--- config.mk ---
export PLATFORM = sky130hd
export DESIGN_NAME = tgt_rd_fmt
export DESIGN_NICKNAME = d
export VERILOG_FILES = /design/src/rtl/tgt_rd_pkg.sv /design/src/rtl/tgt_rd_seq.sv /design/src/rtl/tgt_rd_lanes.sv /design/src/rtl/tgt_rd_fmt.sv
export SDC_FILE = /design/constraint.sdc
export NUM_CORES = 1
export LEC_CHECK = 0
export BUFFER_PORTS_ARGS = -buffer_cell sky130_fd_sc_hd__buf_4
export CORE_ASPECT_RATIO = 0.5
export CORE_MARGIN = 5
export CORE_UTILIZATION = 45
export CTS_CLUSTER_DIAMETER = 120
export DETAILED_ROUTE_END_ITERATION = 12
export PLACE_DENSITY = 0.75
export SLEW_MARGIN = 20
export SYNTH_ARGS = -nofsm -noshare
export SYNTH_HDL_FRONTEND = slang
export SYNTH_SLANG_ARGS = --single-unit
export TNS_END_PERCENT = 5
--- constraint.sdc ---
create_clock -name clk -period 1.9 [get_ports clk]
set_input_delay 0.285 -clock clk [delete_from_list [all_inputs] [get_ports clk]]
set_output_delay 0.285 -clock clk [all_outputs]
set_load 0.005 [all_outputs]
--- src/rtl/tgt_rd_pkg.sv ---
// Shared types and helpers for the target read return formatter.
// Assumes a 64-bit return beat split into 32-bit dword lanes.
package tgt_rd_pkg;

    localparam int DW_BITS  = 32;
    localparam int QW_BITS  = 64;
    localparam int NLANES   = QW_BITS / DW_BITS;
    localparam int DW_BYTES = DW_BITS / 8;

    // Sequencer phases: wait, read first dword, read second dword,
    // capture last data, present the return beat.
    typedef enum logic [2:0] {
        ST_IDLE = 3'd0,
        ST_RD0  = 3'd1,
        ST_RD1  = 3'd2,
        ST_LAST = 3'd3,
        ST_RET  = 3'd4
    } seq_st_t;

    // Widen a byte-strobe nibble into a dword bit mask.
    function automatic logic [DW_BITS-1:0] byte_mask(input logic [DW_BYTES-1:0] s);
        logic [DW_BITS-1:0] m;
        for (int b = 0; b < DW_BYTES; b++) begin
            m[b*8 +: 8] = {8{s[b]}};
        end
        return m;
    endfunction

endpackage

--- src/rtl/tgt_rd_seq.sv ---
// Request sequencer: takes one read request at a time, issues one or two
// backend dword reads and tells the lane store which lane to load.
// Assumes the backend returns data in the cycle after the read strobe.
module tgt_rd_seq
    import tgt_rd_pkg::*;
#(
    parameter int ADDR_W = 12,
    localparam int MA_W  = ADDR_W - 2
) (
    input  logic                clk,
    input  logic                rst_n,
    input  logic                req_en,
    output logic                req_accept,
    input  logic [MA_W-1:0]     req_addr,
    input  logic [7:0]          req_be,
    input  logic [3:0]          req_tag,
    input  logic [7:0]          req_ctrl,
    output logic                mem_rd_en,
    output logic [MA_W-1:0]     mem_addr,
    output logic [3:0]          mem_strb,
    output logic                load,
    output logic [NLANES-1:0]   lane_wr,
    output logic [7:0]          be_q,
    output logic                ret_valid,
    output logic [3:0]          tag_q,
    output logic [7:0]          ctrl_q
);

    seq_st_t         st, st_nx;
    logic [MA_W-1:0] dw_q;
    logic            pair;
    logic [MA_W-1:0] even_dw;

    assign req_accept = (st == ST_IDLE);
    assign load       = req_en && req_accept;
    assign pair       = ctrl_q[0];
    assign even_dw    = {dw_q[MA_W-1:1], 1'b0};
    assign ret_valid  = (st == ST_RET);

    // Phase register.
    always_ff @(posedge clk) begin
        if (!rst_n) st <= ST_IDLE;
        else        st <= st_nx;
    end

    // Next phase: two reads for a pair request, one otherwise.
    always_comb begin
        st_nx = st;
        unique case (st)
            ST_IDLE: if (load) st_nx = ST_RD0;
            ST_RD0:  st_nx = pair ? ST_RD1 : ST_LAST;
            ST_RD1:  st_nx = ST_LAST;
            ST_LAST: st_nx = ST_RET;
            ST_RET:  st_nx = ST_IDLE;
            default: st_nx = ST_IDLE;
        endcase
    end

    // Capture the request fields on transfer.
    always_ff @(posedge clk) begin
        if (!rst_n) begin
            dw_q   <= '0;
            be_q   <= '0;
            tag_q  <= '0;
            ctrl_q <= '0;
        end else if (load) begin
            dw_q   <= req_addr;
            be_q   <= req_be;
            tag_q  <= req_tag;
            ctrl_q <= req_ctrl;
        end
    end

    // Backend access: dword address and strobe nibble for each read phase.
    always_comb begin
        mem_rd_en = 1'b0;
        mem_addr  = '0;
        mem_strb  = '0;
        if (st == ST_RD0) begin
            mem_rd_en = 1'b1;
            mem_addr  = pair ? even_dw : dw_q;
            mem_strb  = (!pair && dw_q[0]) ? be_q[7:4] : be_q[3:0];
        end else if (st == ST_RD1) begin
            mem_rd_en = 1'b1;
            mem_addr  = {dw_q[MA_W-1:1], 1'b1};
            mem_strb  = be_q[7:4];
        end
    end

    // Lane select for the data that arrives in this phase.
    always_comb begin
        lane_wr = '0;
        if (st == ST_RD1)                lane_wr[0] = 1'b1;
        else if (st == ST_LAST) begin
            if (pair || dw_q[0])         lane_wr[1] = 1'b1;
            else                         lane_wr[0] = 1'b1;
        end
    end

endmodule

--- src/rtl/tgt_rd_lanes.sv ---
// Lane store: one dword register per quadword lane. Cleared when a request
// transfers, loaded with byte-masked backend data when its lane is selected.
// Assumes the selected lane's byte enables cover exactly the bytes to keep.
module tgt_rd_lanes
    import tgt_rd_pkg::*;
(
    input  logic               clk,
    input  logic               rst_n,
    input  logic               load,
    input  logic [NLANES-1:0]  lane_wr,
    input  logic [7:0]         be_q,
    input  logic [DW_BITS-1:0] mem_rdata,
    output logic [QW_BITS-1:0] data
);

    for (genvar ln = 0; ln < NLANES; ln++) begin : g_lane
        logic [DW_BITS-1:0] word_q;

        // Hold one lane: zero on a new request, masked data when selected.
        always_ff @(posedge clk) begin
            if (!rst_n || load)   word_q <= '0;
            else if (lane_wr[ln]) word_q <= mem_rdata & byte_mask(be_q[ln*DW_BYTES +: DW_BYTES]);
        end

        assign data[ln*DW_BITS +: DW_BITS] = word_q;
    end

endmodule

--- src/rtl/tgt_rd_fmt.sv ---
// Top of the target read return formatter: sequencer plus lane store.
// Assumes one request in flight and a one-cycle-latency backend.
module tgt_rd_fmt
    import tgt_rd_pkg::*;
#(
    parameter int ADDR_W = 12
) (
    input  logic              clk,
    input  logic              rst_n,
    input  logic              req_en,
    output logic              req_accept,
    input  logic [ADDR_W-3:0] req_addr,
    input  logic [7:0]        req_be,
    input  logic [3:0]        req_tag,
    input  logic [7:0]        req_ctrl,
    output logic              mem_rd_en,
    output logic [ADDR_W-3:0] mem_addr,
    output logic [3:0]        mem_strb,
    input  logic [31:0]       mem_rdata,
    output logic              ret_valid,
    output logic [63:0]       ret_data,
    output logic [3:0]        ret_tag,
    output logic [7:0]        ret_ctrl
);

    logic              load;
    logic [NLANES-1:0] lane_wr;
    logic [7:0]        be_q;

    tgt_rd_seq #(.ADDR_W(ADDR_W)) i_seq (
        .clk        (clk),
        .rst_n      (rst_n),
        .req_en     (req_en),
        .req_accept (req_accept),
        .req_addr   (req_addr),
        .req_be     (req_be),
        .req_tag    (req_tag),
        .req_ctrl   (req_ctrl),
        .mem_rd_en  (mem_rd_en),
        .mem_addr   (mem_addr),
        .mem_strb   (mem_strb),
        .load       (load),
        .lane_wr    (lane_wr),
        .be_q       (be_q),
        .ret_valid  (ret_valid),
        .tag_q      (ret_tag),
        .ctrl_q     (ret_ctrl)
    );

    tgt_rd_lanes i_lanes (
        .clk       (clk),
        .rst_n     (rst_n),
        .load      (load),
        .lane_wr   (lane_wr),
        .be_q      (be_q),
        .mem_rdata (mem_rdata),
        .data      (ret_data)
    );

endmodule

## Yosys cells after proc, flatten, opt, wreduce, memory -nomap -nowiden

Index checks and enable logic that the tools add are counted.

- Bits in registers: 97
- Word-level logic and storage cells: 37

- Eq/ne operators: 5
- Multiplexer cells: 16
- Bitwise gates (word level): 2
- Reductions and logical operators: 7

Operators with widths:

| kind | count |
|---|---|
| $and 32x32->32 | 2 |
| $mux 10 | 2 |
| $mux 4 | 3 |
| $pmux 3 s4 | 1 |
| $mux 1 | 8 |
| $eq 3x2->1 const B | 2 |
| $eq 3x1->1 const B | 1 |
| $eq 3x3->1 const B | 1 |
| $logic_not 3->1 | 1 |
| $mux 3 | 1 |
| $logic_and 1x1->1 | 2 |
| $logic_not 1->1 | 2 |
| $logic_or 1x1->1 | 2 |
| $mux 2 | 1 |
| $ne 2x1->1 const B | 1 |

## Logic depth before layout (Yosys ltp)

Gate-level depths: netlist of run 1.

- Word-level depth: 4
- Depth in mapped cells: 6
- Gate-level depth less buffers: 3

## Modules after synthesis

A second synthesis of run 1 with hierarchy kept.

- Cell total of the unflattened synthesis: 458
- Area, all modules: 4217.8 sq um

Modules (own cells, without submodules):

| module | times used | cells an instance | area each (sq um) |
|---|---|---|---|
| tgt_rd_lanes | 1 | 286 | 2765.2 |
| tgt_rd_seq | 1 | 172 | 1452.6 |

## Worst setup path before layout of run 1

Ideal clock, no wire load.

- Path type: register to register
- Start point: register i_seq.st[0]
- End point: register i_lanes.g_lane[0].word_q[0]
- Setup time: 0.122 ns
- Arrival: 1.288 ns
- Required time: 1.778 ns
- Slack: 0.491 ns
- Stages on the path, launching flop included: 6
- Path buffers: 2
- Period minus slack after synthesis: 1.409 ns
- Cells stage by stage: dfxtp_1 > or4b_1 > clkbuf_1 > nand2_2 > buf_4 > a21oi_1

- Word-level cells in the longest chain between the ends: 3
- Elaborated cells between the ends (all ways): 7
- Classes of those cells: 2 x eq/ne; 2 x mux; 3 x reduce/logical

RTL lines:

| what | RTL line | RTL |
|---|---|---|
| start: declaration | tgt_rd_seq.sv:29 | `seq_st_t st, st_nx;` |
| start signal: assignment | tgt_rd_seq.sv:43 | `else st <= st_nx;` |
| $eq 3x2->1 or $logic_not 3->1 (tied branches) | tgt_rd_seq.sv:94, tgt_rd_seq.sv:34 |  |
| $mux 2 or $logic_and 1x1->1 (tied branches) | tgt_rd_seq.sv:94, tgt_rd_seq.sv:35 |  |
| $mux 1 or $logic_or 1x1->1 (tied branches) | tgt_rd_seq.sv:93, tgt_rd_lanes.sv:21 |  |
| end signal: assignment | tgt_rd_lanes.sv:22 | `else if (lane_wr[ln]) word_q <= mem_rdata & byte_mask(be_q[ln*DW_BYTES +: DW_BYTES]);` |
| end: declaration | tgt_rd_lanes.sv:17 | `logic [DW_BITS-1:0] word_q;` |

Several ways; a longest one is shown, not always the timed one.
A chain may end at the register's enable or synchronous reset.

## Final worst setup path of run 1

- Start point: register i_seq.st[2]
- End point: output mem_addr[7]

- Word-level cells in the longest chain between the ends: 3
- Elaborated cells between the ends (all ways): 4
- Classes of those cells: 2 x eq/ne; 2 x mux

RTL lines:

| what | RTL line | RTL |
|---|---|---|
| $eq 3x2->1 | tgt_rd_seq.sv:83 | `end else if (st == ST_RD1) begin` |
| $mux 10 | tgt_rd_seq.sv:83 |  |
| $mux 10 (*) | tgt_rd_seq.sv:79 | `if (st == ST_RD0) begin` |
| end: declaration | tgt_rd_fmt.sv:17 | `output logic [ADDR_W-3:0] mem_addr,` |

Mark *: on every way between the ends. The rest lies on a longest branch, timed or not.

==> results.cfg, run 1 <==
[status]
status = complete, no violations

[sta]
hold_violations = 0
rsz0062_at_grt = no
finalCritPeriodShare_pct = 95.49
relSlewSlack_pct = 69.63
clock-skew-final_ns = 0.008101
fmax_mhz = 551.2
setup_viol = 0
whs_ns = 0.1813
period_minus_slack_ns = 1.814
finalSetupTns_ns = 0
slew_viol_final = 0
tightest_slew_ns = 0.4549

[cells_and_area]
mostFrequentLayoutCell = buf_4
seq_area_sq_um = 1949
fill_cells = 783
multi_input_area_sq_um = 1817
drive_gt1_share_pct = 32.45
layout.nets = 667
antenna_cells = 0
utilization_pct = 64.06
fin_cells = 724
area_growth_pct = 40.08
final_cell_mix = buf_4 (170), dfxtp_1 (93), a21oi_1 (65)

[synthesis]
synth_nets = 537
ys_seq_area_share_pct = 49.10
ys_ff_latch = 97
synthCells = 472
ys_types = 28
syn_area_per_cell_sq_um = 8.379
yosys_warnings = 0
synthesis.area_sq_um = 3955

[grt]
grt_max_degree = 65
grt-ovfl-total = 0
grt_pass1_wl_um = 19840
grt.total_usage_pct = 22.32
grt_pass1_vias = 3847
antenna_found_initial = 0

[drt]
viasPerCell = 5.590
firstDrtPassIters = 5
drcViolationCount = 0
drt_iter0_drc = 260
ant_nets = 0
vias = 4047
drt_wl_total_um = 12470
wl_per_cell_um = 17.22

[power]
p_leak_nw = 2.193
p_comb_share_pct = 19.8
power.share.sequential_pct = 44.5
power.total_w = 0.005040
p_per_area_nw_per_um2 = 909.7
internal_power_w = 0.003586
ir_drop_mv = 0.5380
switchingPower_w = 0.001455
clkPwrFrac_pct = 35.7
switching_share_pct = 28.86

[die]
die_x_um = 142.6
start_util_pct = 45.73
core_area_sq_um = 8648
io_pins = 158
die_y_um = 76.29
fp.dieArea_sq_um = 10880
num_rows = 24

[cts]
worst_skew_pair.late_latency_ns = 0.34
cts-root-buf = clkbuf_16
htreeDepth = 3
postCtsSetupBuffers = 0
clk_path_buf_depth = 2
tritoncts = yes
clkSinkCount = 97
cts_buffers = 9
cts_hold_buffers = 0
clk_pin_slew_ns = 0.06

[worst_hold_path]
hp-class = input pin to flip-flop

[critical_path]
cp_data_arrival_time_ns = 1.53
required_ns = 1.62
critPathMaxFanout = 10
worstSetupPathType = flip-flop to primary output
cp-end-kind = primary output
start_kind = flip-flop

[place]
dpl.hpwl_um = 8292
routabilityCongestion = 0.8091
portBuffers = 157
dp_cells = 708

[run]
drv_cap = 0
==> power groups by stage <==
stage | clock, W | combinational [W] | sequential (W)
after floorplan | 0 | 0.000582 | 0.00221
after global placement | 0 | 0.000959 | 0.00228
after detailed placement | 0 | 0.000966 | 0.00228
after CTS | 0.00183 | 0.000985 | 0.00224
after global routing | 0.00192 | 0.00108 | 0.00226
final | 0.00180 | 0.000997 | 0.00224
==> what timing repair did <==
item	4_1_cts	5_1_grt
pin swaps	0	1
gates resized for setup	7	3
endpoints found under the setup margin	15	5
==> registers in the layout (all words and copies together) (netlist names) <==
register	cells
i_seq.st	3
i_seq.be_q	8
i_seq.tag_q	4
i_seq.dw_q	10
i_seq.ctrl_q	8
i_lanes.g_lane.word_q	64
==> per-layer routing <==
layer	GRT usage [%]	up-vias	share of wire, %
met5	0	-	0
met1	28.98	1924	41
met3	6.897	16	8.4
li1	-	1953	-
met2	36.28	154	49
met4	5.408	0	1.2
==> kinds of logic (layout without fill, tap and decap cells) <==
kind of cell | after synthesis | in the layout | share of synthesized area, %
DFF | 97 | 97 | 49.10
buffers and inverters | 54 | 189 | 6.106
and+or+nand+nor | 153 | 153 | 21.04
AOI/OAI and AO/OA | 167 | 167 | 23.54
xor gates and xnor gates | 1 | 1 | 0.2215
==> critical path: stages, from the launching register on <==
cell and delay [ns]:
dfxtp_1 0.57, buf_4 0.22, nor2_4 0.07, and2_1 0.19, buf_4 0.13
==> layout make-up <==
type / instances / area share (%)
clock inverters: 2 / 0.6775
repair buffers: 173 / 24.12
well taps: 117 / 2.642
flip-flops and latches: 97 / 35.19
multi-input cells: 321 / 32.79
clock buffers: 14 / 4.584
==> metrics by stage <==
stage | cell area [sq um] | setup WS [ns]
CTS | 5529 | 0.03528
finish | 5540 | 0.08576
floorplan | 3955 | 0.4905
global placement | 5214 | 0.1601
global route | 5540 | 0.01854
detailed placement | 5214 | 0.06980
==> cells in the mapped netlist <==
cell	count	area share [%]
a21boi_1	30	5.7
a21oi_1	66	8.4
a22o_1	4	0.89
and2_1	10	1.6
and3b_1	1	0.22
buf_2	13	1.6
buf_4	6	1.1
clkbuf_1	35	3.3
dfxtp_1	97	49
nand2_1	60	5.7
nand2_2	1	0.16
nand2b_1	3	0.47
nand3b_1	1	0.19
nand4_1	64	10
nand4bb_1	1	0.28
nor2_1	3	0.28
nor2b_1	2	0.32
nor3_1	1	0.13
nor3b_1	1	0.19
nor4b_2	2	0.76
o21a_1	1	0.19
o21ai_0	64	8.1
o21ai_1	1	0.13
o21bai_1	1	0.19
or2_1	1	0.16
or3b_1	1	0.22
or4b_1	1	0.25
xnor2_1	1	0.22
==> path summary, 6_finish.rpt <==
check / from / cells past startpoint / slack (ns) / end
worst max-delay path: i_seq.st[2] / 4 / 0.09 / mem_addr[7]
worst min-delay path: req_addr[0] / 3 / 0.18 / i_seq.dw_q[0]
worst max register to register: i_seq.st[2] / 4 / 0.24 / i_lanes.g_lane[0].word_q[17]
worst min register to register: i_seq.dw_q[9] / 2 / 0.45 / i_seq.dw_q[9]
No activity file was read; power rests on OpenSTA's default activity.
==> run 2, diff against run 1 <==
--- a/config.mk
+++ b/config.mk
@@ -5,6 +5,7 @@
 export SDC_FILE = /design/constraint.sdc
 export NUM_CORES = 1
 export LEC_CHECK = 0
+export ABC_AREA = 1
 export BUFFER_PORTS_ARGS = -buffer_cell sky130_fd_sc_hd__buf_4
 export CORE_ASPECT_RATIO = 0.5
 export CORE_MARGIN = 5
@@ -12,6 +13,7 @@
 export CTS_CLUSTER_DIAMETER = 120
 export DETAILED_ROUTE_END_ITERATION = 12
 export PLACE_DENSITY = 0.75
+export REMOVE_ABC_BUFFERS = 1
 export SLEW_MARGIN = 20
 export SYNTH_ARGS = -nofsm -noshare
 export SYNTH_HDL_FRONTEND = slang
==> results.cfg, run 2 <==
[status]
status = complete, no violations

[power]
ir_drop_mv = 0.5560
p_per_area_nw_per_um2 = 926.4
p_leak_nw = 2.409

[sta]
setup_viol = 0
hold_violations = 0
finalCritPeriodShare_pct = 97.12
finalSetupTns_ns = 0
period_minus_slack_ns = 1.845
slew_viol_final = 0
rsz0062_at_grt = yes
tightest_slew_ns = 0.6004
relSlewSlack_pct = 59.92
clock-skew-final_ns = 0.004967
fmax_mhz = 541.9

[cells_and_area]
area_growth_pct = 38.37
drive_gt1_share_pct = 27.54
layout.nets = 768
reg.largest.list = i_lanes.g_lane.word_q: 64 flops, i_seq.dw_q: 10 flops
final_cell_mix = nand2_1 (179), buf_4 (170), dfxtp_1 (97)
final_area_sq_um = 5622
largest_register = i_lanes.g_lane.word_q
antenna_cells = 0
mostFrequentLayoutCell = nand2_1
largest_reg_flops = 64
fill_cells = 791

[grt]
antenna_found_initial = 0
grt-ovfl-total = 0
grt.total_usage_pct = 20.75
grt_max_degree = 45
grt_pass1_vias = 3824
grt_pass1_wl_um = 18730

[cts]
tritoncts = yes
clk_pin_slew_ns = 0.07
cts_buffers = 9
htreeDepth = 3
post_cts_resized = 2
cts-root-buf = clkbuf_16
cts_hold_buffers = 0
worst_skew_pair.late_latency_ns = 0.34
clk_path_buf_depth = 2
postCtsSetupBuffers = 0
clkSinkCount = 97

[place]
dpl.hpwl_um = 8064
routabilityCongestion = 0.7718
portBuffers = 157
dpl-instance-area_sq_um = 5296

[run]
drv_cap = 0

[synthesis]
synthesis.area_sq_um = 4063
netlist.area_leader.share_pct = 47.80
ys_types = 22
ys_seq_area_share_pct = 47.80
synth_ff_type = dfxtp_1
ys_ff_latch = 97
yosys_warnings = 0
synth.top_cells.by_count = nand2_1 (179), dfxtp_1 (97), nor2_1 (69), a21oi_1 (63), nand3b_1 (40)
synth_top_cell_by_area = dfxtp_1
syn_area_per_cell_sq_um = 7.242
synthCells = 561
async_flop_share_pct = 0
synth_area_leaders = dfxtp_1 (48%), nand2_1 (17%), a21oi_1 (7.8%)
synth.most_common_cell = nand2_1
synth_edf_count = 0

[critical_path]
worstSetupPathType = flip-flop to primary output
rrSetupSlack_ns = 0.22
start_kind = flip-flop
cp-end-kind = primary output
required_ns = 1.62
cp_data_arrival_time_ns = 1.56
critPathMaxFanout = 5

[worst_hold_path]
hp-class = input pin to flip-flop

[drt]
firstDrtPassIters = 5
drt_wl_total_um = 11510
viasPerCell = 4.868
drt_iter0_drc = 251
wl_per_cell_um = 13.96
ant_nets = 0
vias = 4016
drcViolationCount = 0

[die]
die_y_um = 77.19
num_rows = 24
fp.dieArea_sq_um = 11140
core_area_sq_um = 8738
die_x_um = 144.4
io_pins = 158
start_util_pct = 46.49
==> run 2: cell types whose count changed in the layout (fill, tap and decap cells not counted), sizes merged, moves of 18 or more <==
| cell | delta |
|---|---|
| a21boi | -22 |
| inv | +19 |
| nand2 | +121 |
| nand3 | +18 |
| nand3b | +39 |
| nand4 | -63 |
| nor2 | +67 |
| o21ai | -45 |
==> run 2: logic make-up (layout without fill, tap and decap cells) <==
| logic type | Yosys count | in the layout | share of synthesized area [%] |
|---|---|---|---|
| and+or+nand+nor | 313 | 313 | 33.91 |
| DFF | 97 | 97 | 47.80 |
| buffers and inverters | 60 | 207 | 6.591 |
| AOI/OAI and AO/OA | 91 | 91 | 11.70 |
==> run 2: worst max-delay path, stage by stage (launching register included) <==
cell and delay, ns:
dfxtp_1 0.34, inv_1 0.15, nand3_1 0.13, o21ai_2 0.27
nand2_1 0.07, o21ai_0 0.10, buf_4 0.15
==> run 2: worst paths after layout <==
| kind | endpoint | cells after the start | from |
|---|---|---|---|
| setup / recovery | mem_strb[3] | 6 | i_seq.st[1] |
| hold / removal | i_seq.ctrl_q[2] | 3 | req_ctrl[2] |
| hold reg to reg | i_seq.dw_q[7] | 2 | i_seq.dw_q[7] |
| setup reg to reg | i_lanes.g_lane[1].word_q[4] | 7 | i_seq.st[0] |
==> run 2: layout make-up <==
cell class	count	area [sq um]	share of cell area (%)
sequential	97	1942	34.54
inverter	21	85.08	1.513
timing repair buffer	170	1276	22.70
tap	117	146.4	2.604
multi-input combinational	404	1864	33.16
clock inverter	4	51.30	0.9125
clock buffer	12	256.5	4.563
==> run 2: metrics by stage <==
step                      instances  hold WS, ns  power (W)  setup WS (ns)  utilization (%)
after global placement          809       0.4406   0.003365         0.3167            60.61
final                           825       0.2153   0.005208        0.05474            64.33
after global routing            825       0.2119   0.005505       -0.03193            64.33
after detailed placement        809       0.4450   0.003384         0.2464            60.61
after floorplan                 522       0.4234   0.002843        -0.5187                -
after CTS                       825       0.2055   0.005242      -0.001586            64.19
==> run 2: power breakdown <==
part / switching, W / leakage [nW] / internal (W) / total [W]
Combinational: 0.000591 / 1.47 / 0.000468 / 0.00106
Clock: 0.000762 / 0.149 / 0.00109 / 0.00186
Sequential: 0.000112 / 0.789 / 0.00218 / 0.00229
Total: 0.00146 / 2.41 / 0.00374 / 0.00521
==> run 2: metal layers <==
metal	GRT usage, %	part of all wire [%]	up-vias
met5	0	0	-
met4	4.376	0.55	0
met3	6.837	6.7	4
met2	35.55	49	106
met1	25.41	44	1836
li1	-	-	2070
